==> src/rtl/wps_pkg.sv <==
package wps_pkg;

   typedef enum logic [3:0] {
      OPC_NOP         = 4'd0,
      OPC_SAVE        = 4'd2,
      OPC_USER_WR     = 4'd3,
      OPC_RESTORE_ALL = 4'd8,
      OPC_RESTORE_0   = 4'd9,
      OPC_RESTORE_1   = 4'd10,
      OPC_WIPER_WR    = 4'd11
   } opcode_e;

   typedef enum logic [2:0] {
      JOB_NONE,
      JOB_SAVE,
      JOB_USER,
      JOB_ALL,
      JOB_ONE
   } job_e;

endpackage

==> src/rtl/wps_busy_timer.sv <==
module wps_busy_timer #(
   parameter int CNT_W     = 5,
   parameter int BOOT_LOAD = 10
) (
   input  logic             clk,
   input  logic             rst_n,
   input  logic             start,
   input  logic [CNT_W-1:0] load,
   output logic             busy,
   output logic             done
);

   if (BOOT_LOAD < 1 || BOOT_LOAD >= (1 << CNT_W)) begin : g_bad_boot
      $error("wps_busy_timer: BOOT_LOAD out of range");
   end

   logic [CNT_W-1:0] cnt;

   always_ff @(posedge clk or negedge rst_n) begin
      if (!rst_n) begin
         busy <= 1'b1;
         cnt  <= CNT_W'(BOOT_LOAD);
      end else if (busy) begin
         if (cnt == CNT_W'(1)) busy <= 1'b0;
         else                  cnt  <= cnt - CNT_W'(1);
      end else if (start) begin
         busy <= 1'b1;
         cnt  <= load;
      end
   end

   assign done = busy && (cnt == CNT_W'(1));

   assert_start_goes_busy_R5: assert property (@(posedge clk) disable iff (!rst_n)
      (start && !busy) |=> busy);
   assert_busy_holds_R3: assert property (@(posedge clk) disable iff (!rst_n)
      (busy && !done) |=> busy);
   assert_done_ends_busy_R3: assert property (@(posedge clk) disable iff (!rst_n)
      done |=> !busy);

endmodule

==> src/rtl/wps_nv_bank.sv <==
module wps_nv_bank #(
   parameter int          W      = 8,
   parameter int          USER_N = 14,
   parameter int          UA_W   = 4,
   parameter logic [W-1:0] INIT0  = '0,
   parameter logic [W-1:0] INIT1  = '0
) (
   input  logic                  clk,
   input  logic                  rst_n,
   input  logic                  bk_we,
   input  logic                  bk_ch,
   input  logic [W-1:0]          bk_wdata,
   input  logic                  usr_we,
   input  logic [UA_W-1:0]       usr_addr,
   input  logic [W-1:0]          usr_wdata,
   output logic [1:0][W-1:0]     bk_q,
   output logic [USER_N*W-1:0]   usr_flat
);

   always_ff @(posedge clk or negedge rst_n) begin
      if (!rst_n) begin
         bk_q[0] <= INIT0;
         bk_q[1] <= INIT1;
      end else if (bk_we) begin
         bk_q[bk_ch] <= bk_wdata;
      end
   end

   for (genvar i = 0; i < USER_N; i++) begin : g_user
      logic [W-1:0] byte_q;
      always_ff @(posedge clk or negedge rst_n) begin
         if (!rst_n)                                    byte_q <= '0;
         else if (usr_we && usr_addr == UA_W'(i))       byte_q <= usr_wdata;
      end
      assign usr_flat[i*W +: W] = byte_q;
   end

   assert_user_hold_R4: assert property (@(posedge clk) disable iff (!rst_n)
      !usr_we |=> $stable(usr_flat));
   assert_backup_hold_R3: assert property (@(posedge clk) disable iff (!rst_n)
      !bk_we |=> $stable(bk_q));

endmodule

==> src/rtl/wps_readback.sv <==
module wps_readback #(
   parameter int W      = 8,
   parameter int USER_N = 14,
   parameter int SEL_W  = 5
) (
   input  logic [1:0][W-1:0]   wip,
   input  logic [1:0][W-1:0]   bk,
   input  logic [USER_N*W-1:0] usr_flat,
   input  logic [SEL_W-1:0]    sel,
   output logic [W-1:0]        dout
);

   always_comb begin
      dout = '0;
      if (sel == SEL_W'(0)) dout = wip[0];
      if (sel == SEL_W'(1)) dout = wip[1];
      if (sel == SEL_W'(2)) dout = bk[0];
      if (sel == SEL_W'(3)) dout = bk[1];
      for (int i = 0; i < USER_N; i++) begin
         if (sel == SEL_W'(i + 4)) dout = usr_flat[i*W +: W];
      end
   end

endmodule

==> src/rtl/wiper_preset_seq.sv <==
module wiper_preset_seq
   import wps_pkg::*;
#(
   parameter int           W        = 8,
   parameter int           USER_N   = 14,
   parameter int           SAVE_CYC = 20,
   parameter int           ALL_CYC  = 10,
   parameter int           ONE_CYC  = 3,
   parameter logic [W-1:0] INIT0    = 8'h5A,
   parameter logic [W-1:0] INIT1    = 8'hC3,
   localparam int          UA_W     = $clog2(USER_N),
   localparam int          SEL_W    = $clog2(USER_N + 4)
) (
   input  logic             clk,
   input  logic             rst_n,
   input  logic             cmd_valid,
   input  logic [3:0]       cmd_op,
   input  logic [UA_W-1:0]  cmd_addr,
   input  logic [W-1:0]     cmd_data,
   input  logic             nv_lock,
   input  logic             preset_n,
   input  logic [SEL_W-1:0] rd_sel,
   output logic [W-1:0]     rd_data,
   output logic             ready,
   output logic             cmd_err
);

   localparam int MAX_A   = (SAVE_CYC > ALL_CYC) ? SAVE_CYC : ALL_CYC;
   localparam int MAX_CYC = (MAX_A > ONE_CYC) ? MAX_A : ONE_CYC;
   localparam int CNT_W   = $clog2(MAX_CYC + 1);
   localparam logic [UA_W:0] USER_LIM = (UA_W+1)'(USER_N);

   if (SAVE_CYC < 1 || ALL_CYC < 1 || ONE_CYC < 1) begin : g_bad_cyc
      $error("wiper_preset_seq: busy counts must be at least 1");
   end
   if (USER_N < 2 || W < 1) begin : g_bad_size
      $error("wiper_preset_seq: USER_N must be at least 2 and W at least 1");
   end

   logic             preset_q, preset_fall;
   logic             busy, done, idle, accept;
   logic             start, wr_now, ch_nxt;
   logic [CNT_W-1:0] load;
   job_e             job_nxt, job_q;
   logic             ch_q;
   logic [UA_W-1:0]  addr_q;
   logic [W-1:0]     data_q;
   logic [1:0][W-1:0] wiper, bk;
   logic [USER_N*W-1:0] usr_flat;
   opcode_e          op;

   assign op          = opcode_e'(cmd_op);
   assign preset_fall = preset_q & ~preset_n;
   assign idle        = ~busy;
   assign accept      = cmd_valid & idle & ~preset_fall;

   always_ff @(posedge clk or negedge rst_n) begin
      if (!rst_n) preset_q <= 1'b1;
      else        preset_q <= preset_n;
   end

   always_comb begin
      start   = 1'b0;
      wr_now  = 1'b0;
      load    = '0;
      job_nxt = JOB_NONE;
      ch_nxt  = cmd_addr[0];
      if (idle && preset_fall) begin
         start   = 1'b1;
         load    = CNT_W'(ALL_CYC);
         job_nxt = JOB_ALL;
      end else if (accept) begin
         case (op)
            OPC_SAVE: if (!nv_lock) begin
               start = 1'b1; load = CNT_W'(SAVE_CYC); job_nxt = JOB_SAVE;
            end
            OPC_USER_WR: if (!nv_lock && ({1'b0, cmd_addr} < USER_LIM)) begin
               start = 1'b1; load = CNT_W'(SAVE_CYC); job_nxt = JOB_USER;
            end
            OPC_RESTORE_ALL: begin
               start = 1'b1; load = CNT_W'(ALL_CYC); job_nxt = JOB_ALL;
            end
            OPC_RESTORE_0, OPC_RESTORE_1: begin
               start = 1'b1; load = CNT_W'(ONE_CYC); job_nxt = JOB_ONE;
               ch_nxt = (op == OPC_RESTORE_1);
            end
            OPC_WIPER_WR: wr_now = 1'b1;
            default: ;
         endcase
      end
   end

   wps_busy_timer #(.CNT_W(CNT_W), .BOOT_LOAD(ALL_CYC)) u_timer (
      .clk   (clk),
      .rst_n (rst_n),
      .start (start),
      .load  (load),
      .busy  (busy),
      .done  (done)
   );

   always_ff @(posedge clk or negedge rst_n) begin
      if (!rst_n) begin
         job_q  <= JOB_ALL;
         ch_q   <= 1'b0;
         addr_q <= '0;
         data_q <= '0;
      end else if (start) begin
         job_q  <= job_nxt;
         ch_q   <= ch_nxt;
         addr_q <= cmd_addr;
         data_q <= cmd_data;
      end
   end

   always_ff @(posedge clk or negedge rst_n) begin
      if (!rst_n) begin
         wiper <= '0;
      end else begin
         for (int c = 0; c < 2; c++) begin
            if (done && (job_q == JOB_ALL || (job_q == JOB_ONE && ch_q == c[0])))
               wiper[c] <= bk[c];
            else if (wr_now && cmd_addr[0] == c[0])
               wiper[c] <= cmd_data;
         end
      end
   end

   always_ff @(posedge clk or negedge rst_n) begin
      if (!rst_n)                                 cmd_err <= 1'b0;
      else if (cmd_valid && (busy || preset_fall)) cmd_err <= 1'b1;
   end

   wps_nv_bank #(
      .W(W), .USER_N(USER_N), .UA_W(UA_W), .INIT0(INIT0), .INIT1(INIT1)
   ) u_bank (
      .clk       (clk),
      .rst_n     (rst_n),
      .bk_we     (done && job_q == JOB_SAVE),
      .bk_ch     (ch_q),
      .bk_wdata  (wiper[ch_q]),
      .usr_we    (done && job_q == JOB_USER),
      .usr_addr  (addr_q),
      .usr_wdata (data_q),
      .bk_q      (bk),
      .usr_flat  (usr_flat)
   );

   wps_readback #(.W(W), .USER_N(USER_N), .SEL_W(SEL_W)) u_rd (
      .wip      (wiper),
      .bk       (bk),
      .usr_flat (usr_flat),
      .sel      (rd_sel),
      .dout     (rd_data)
   );

   assign ready = ~busy;

   assert_restore_drops_ready_R5: assert property (@(posedge clk) disable iff (!rst_n)
      (accept && (cmd_op == 4'd8 || cmd_op == 4'd9 || cmd_op == 4'd10)) |=> !ready);
   assert_locked_keeps_ready_R7: assert property (@(posedge clk) disable iff (!rst_n)
      (accept && nv_lock && (cmd_op == 4'd2 || cmd_op == 4'd3)) |=> ready);
   assert_fast_op_keeps_ready_R10: assert property (@(posedge clk) disable iff (!rst_n)
      (accept && !(cmd_op inside {4'd2, 4'd3, 4'd8, 4'd9, 4'd10})) |=> ready);
   assert_preset_starts_R6: assert property (@(posedge clk) disable iff (!rst_n)
      (ready && preset_fall) |=> !ready);
   assert_busy_rejects_R8: assert property (@(posedge clk) disable iff (!rst_n)
      (cmd_valid && !ready) |=> cmd_err);
   assert_err_sticky_R8: assert property (@(posedge clk) disable iff (!rst_n)
      cmd_err |=> cmd_err);
   assert_wiper_frozen_R8: assert property (@(posedge clk) disable iff (!rst_n)
      (busy && !done) |=> $stable(wiper));

endmodule

==> config.mk <==
export PLATFORM = sky130hd
export DESIGN_NAME = wiper_preset_seq
export DESIGN_NICKNAME = d
export VERILOG_FILES = /design/src/rtl/wps_pkg.sv /design/src/rtl/wps_busy_timer.sv /design/src/rtl/wps_nv_bank.sv /design/src/rtl/wps_readback.sv /design/src/rtl/wiper_preset_seq.sv
export SDC_FILE = /design/constraint.sdc
export NUM_CORES = 1
export LEC_CHECK = 0
export BUFFER_PORTS_ARGS = -buffer_cell sky130_fd_sc_hd__buf_2
export CORE_MARGIN = 5
export CORE_UTILIZATION = 40
export CTS_BUF_LIST = sky130_fd_sc_hd__clkbuf_16
export DETAILED_ROUTE_END_ITERATION = 8
export GPL_ROUTABILITY_DRIVEN = 0
export HOLD_SLACK_MARGIN = 0.02
export SLEW_MARGIN = 5
export SYNTH_ARGS = -nofsm -noshare
export SYNTH_HDL_FRONTEND = slang
export SYNTH_SLANG_ARGS = --single-unit
==> constraint.sdc <==
create_clock -name clk -period 3.91 [get_ports clk]
set_input_delay 0.9775 -clock clk [delete_from_list [all_inputs] [get_ports clk]]
set_output_delay 0.9775 -clock clk [all_outputs]
set_load 0.01 [all_outputs]
==> reports/summary.log <==
INFO  placed_design  placement.setup.worst_slack=75.46ps
INFO  floorplanning  placement_rows=53
INFO  clock_network  cts_setup_buffers=0
INFO  timing         fin_hold_ws=462.8ps
INFO  floorplanning  fp.dieH=156.2um
INFO  clock_network  cts-hold-fix-buffers=0
INFO  timing         final_period_minus_worst_setup_slack=3794ps
INFO  synth          synth-xor-area-share=0.4097%
INFO  synth          synth_top_flop_cell=sky130_fd_sc_hd__dfrtp_1
INFO  clock_network  clock_transition_at_the_register_clock_pins_on_the_worst_setup_and_hold_paths_after_cts=70ps
INFO  timing         rsz0062_at_grt=no
INFO  synth          synthesis.nets=763
INFO  detailed_routing initialDrtViolationCount=513
INFO  synth          synth_cell_types=77
INFO  job            timing.max_cap.violations=0
INFO  detailed_routing route.final.wire_length=22840um
INFO  global_routing grt_pass1_vias=6550
INFO  synth          synth_edf_count=0
INFO  clock_network  post_cts_resize_count=0
INFO  timing         report.final.slew_viol_count=0
INFO  synth          synth_sequential_area_ratio=49.36%
INFO  global_routing grt_pass1_wl=36870um
INFO  worst_setup_path end_kind=output port
INFO  synth          synth_top_family_by_area=multiplexers
INFO  synth          synth_most_common_cell=sky130_fd_sc_hd__dfrtp_1
INFO  timing         fin_tns_setup=0ps
INFO  timing         layout_setup_ws=115.7ps
INFO  synth          post_synth.cell_area_avg=11.64um2
INFO  clock_network  clkSinkCount=168
INFO  detailed_routing route.vias.total=6223
INFO  timing         timing_worst_slew_pin_value=951.4ps
INFO  worst_setup_path critical_path.cell_chain=clkbuf_4 -> buf_4 -> nor2b_1 -> a21oi_1 -> a2111oi_0 -> nor4_1 -> o211ai_1 -> buf_2
INFO  synth          synthArstFlopShare=100.0%
INFO  timing         clock-skew-final=15.35ps
INFO  synth          synth_simple_gate_area_share=11.38%
INFO  clock_network  ctsLongestPathBuffers=2
INFO  synth          synthesis.yosys.warnings=0
INFO  global_routing grt_start_max_net_pins=96
INFO  detailed_routing detailedRoute.firstPassIterationCount=5
INFO  global_routing grt_antenna_before_repair=3
INFO  synth          synthesis.area=8552um2
INFO  synth          ys_top_cells_by_count=154 x sky130_fd_sc_hd__dfrtp_1, 147 x sky130_fd_sc_hd__mux2_2, 36 x sky130_fd_sc_hd__nor2_1
INFO  clock_network  htreeDepth=4
INFO  power_and_ir_drop report.power.total=5.192mW
INFO  worst_setup_path top_cell_family_by_delay_on_the_critical_path=compound AO/OA/AOI/OAI gates
INFO  synth          synth_top_cells_by_area=sky130_fd_sc_hd__dfrtp_1 45%, sky130_fd_sc_hd__mux2_2 19%, sky130_fd_sc_hd__dfstp_2 4.3%
INFO  synth          ff_latch_count_synth=168
INFO  power_and_ir_drop worst_ir_drop_vdd=0.3168mV
INFO  global_routing globalRouteTotalUtil=19.31%
INFO  worst_setup_path crit_fanout=21
INFO  floorplanning  die_area=24400um2
INFO  synth          cells_after_synthesis=735
INFO  layout         drive_above_1_share=37.77%
INFO  timing         post-route-period-util=97.04%
INFO  detailed_routing via_per_inst=5.794
INFO  outcome        status=completed
INFO  worst_setup_path worst_ep_required_time=2930ps
INFO  synth          yosys.area_share.adder=0.2926%
INFO  worst_setup_path crit_slowest_cell=sky130_fd_sc_hd__a2111oi_0
INFO  floorplanning  die_x=156.2um
INFO  clock_network  clkLatencyLatePin=440ps
INFO  detailed_routing ant_nets=0
INFO  timing         max_freq=263.6MHz
INFO  synth          synthMuxAreaShare=23.80%
INFO  clock_network  root_buffer=sky130_fd_sc_hd__clkbuf_16
INFO  timing         setup_viol=0
INFO  layout         nets_finish=812
INFO  timing         finalHoldViolCount=0
INFO  global_routing gr-total-overflow=0
INFO  hold_path      hold_path_class=reg2reg
INFO  clock_network  cts_bufs_inserted=17
INFO  worst_setup_path critical_path_arrival=2820ps
INFO  synth          synth_area_in_compound_gates=11.98%
INFO  floorplanning  io_pins=36
INFO  worst_setup_path critical_path_buf_inv_count=3
INFO  power_and_ir_drop p_leak=4.404nW
INFO  detailed_routing drt_drc_violations_left=0
INFO  floorplanning  initial_utilization=40.68%
INFO  timing         max-slew-margin-rel=36.23%
INFO  power_and_ir_drop p_per_area=530.5nW/um2
INFO  layout         layout-area-overhead-vs-synth=14.44%
INFO  worst_setup_path crit_type=in2out
INFO  placed_design  port-buffer-count=35
INFO  placed_design  hpwlAfterDp=16360um
INFO  worst_setup_path worstSetupStartpointType=input pin
INFO  synth          yosys.area.top_type=sky130_fd_sc_hd__dfrtp_1
INFO  detailed_routing wl_per_cell=21.27um
INFO  clock_network  cts_tree=yes
INFO  floorplanning  core=21020um2
INFO  worst_setup_path cp_slowest_stage_delay=450ps
INFO  synth          synth_top_area_share=45.06%
-- state kept, by name, summed over array words and instances, names as in the netlist, 3 cells and up --
signal and cells:
wiper 16, u_bank.bk_q 16, job_q 3, addr_q 4, data_q 8, u_timer.cnt 5
u_bank.g_user.byte_q 112
-- cell type report --
| class | count | area, um2 |
|---|---|---|
| Timing Repair Buffer | 76 | 506.7 |
| Clock inverter | 15 | 138.9 |
| Multi-Input combinational cell | 510 | 4104 |
| Fill cell | 1924 | 11230 |
| Antenna cell | 2 | 5.005 |
| Inverter | 11 | 41.29 |
| Tap cell | 275 | 344.1 |
| Clock buffer | 17 | 425.4 |
| Sequential cell | 168 | 4222 |
-- routing by layer --
| layer | part of all wire, % | global-route usage [%] | wire (um) |
|---|---|---|---|
| met5 | 0.048 | 0 | 11 |
| met4 | 1.9 | 6.653 | 439 |
| met3 | 3.5 | 3.125 | 803 |
| met2 | 48 | 31.08 | 11010 |
| met1 | 46 | 26.68 | 10580 |
-- per-stage QoR --
stage | area, um2 | cells | util (%)
final | 9787 | 1074 | 46.56
after global routing | 9787 | 1074 | 46.56
after CTS | 9777 | 1072 | 46.51
after detailed placement | 9213 | 1040 | 43.82
after global placement | 9213 | 1040 | 43.82
after floorplan | 8552 | 735 | -
-- cells in the final DEF (no fill, tap or decap), types with 7 or more instances in the layout --
| cell | synthesis | routed |
|---|---|---|
| sky130_fd_sc_hd__dfrtp_1 | 154 | 154 |
| sky130_fd_sc_hd__mux2_2 | 147 | 147 |
| sky130_fd_sc_hd__buf_4 | 2 | 40 |
| sky130_fd_sc_hd__nor2_1 | 36 | 36 |
| sky130_fd_sc_hd__a21oi_1 | 32 | 32 |
| sky130_fd_sc_hd__nand2_1 | 32 | 32 |
| sky130_fd_sc_hd__mux2i_1 | 32 | 32 |
| sky130_fd_sc_hd__buf_2 | 6 | 32 |
| sky130_fd_sc_hd__o21ai_0 | 30 | 30 |
| sky130_fd_sc_hd__nor2b_1 | 18 | 18 |
| sky130_fd_sc_hd__nand3_1 | 18 | 18 |
| sky130_fd_sc_hd__clkbuf_16 | 0 | 17 |
| sky130_fd_sc_hd__dfstp_2 | 14 | 14 |
| sky130_fd_sc_hd__inv_1 | 11 | 11 |
| sky130_fd_sc_hd__nor2_2 | 11 | 11 |
| sky130_fd_sc_hd__nand2b_1 | 10 | 10 |
| sky130_fd_sc_hd__a22oi_1 | 10 | 10 |
| sky130_fd_sc_hd__o22ai_1 | 10 | 10 |
| sky130_fd_sc_hd__o211ai_1 | 7 | 7 |
-- final timing paths --
kind	startpoint	slack (ps)	end	depth (start not counted)
max	rd_sel[1]	120	rd_data[3]	8
min	cmd_err	460	cmd_err	1
max reg2reg	u_timer.busy	1050	u_bank.g_user[2].byte_q[3]	5
min reg2reg	cmd_err	460	cmd_err	1
max in group asynchronous	rst_n	2340	u_bank.g_user[4].byte_q[6]	2
min in group asynchronous	rst_n	620	cmd_err	1
-- power breakdown --
group          switching, mW  internal (mW)  total [mW]
registers              0.499           2.11        2.61
clock network          0.769          0.841        1.61
logic                  0.471          0.505       0.976
-- logic make-up (layout without fill, tap and decap cells) --
| family | Yosys count | count (layout) |
|---|---|---|
| multiplexers | 182 | 182 |
| AO/OA/AOI/OAI | 150 | 150 |
| AND/OR/NAND/NOR | 172 | 172 |
| adder cells (fa/ha/maj) | 2 | 2 |
| other | 0 | 2 |
| flip-flops | 168 | 168 |
| XOR/XNOR | 4 | 4 |
| buffers and inverters | 57 | 119 |
(Power assumes the default switching activity.)
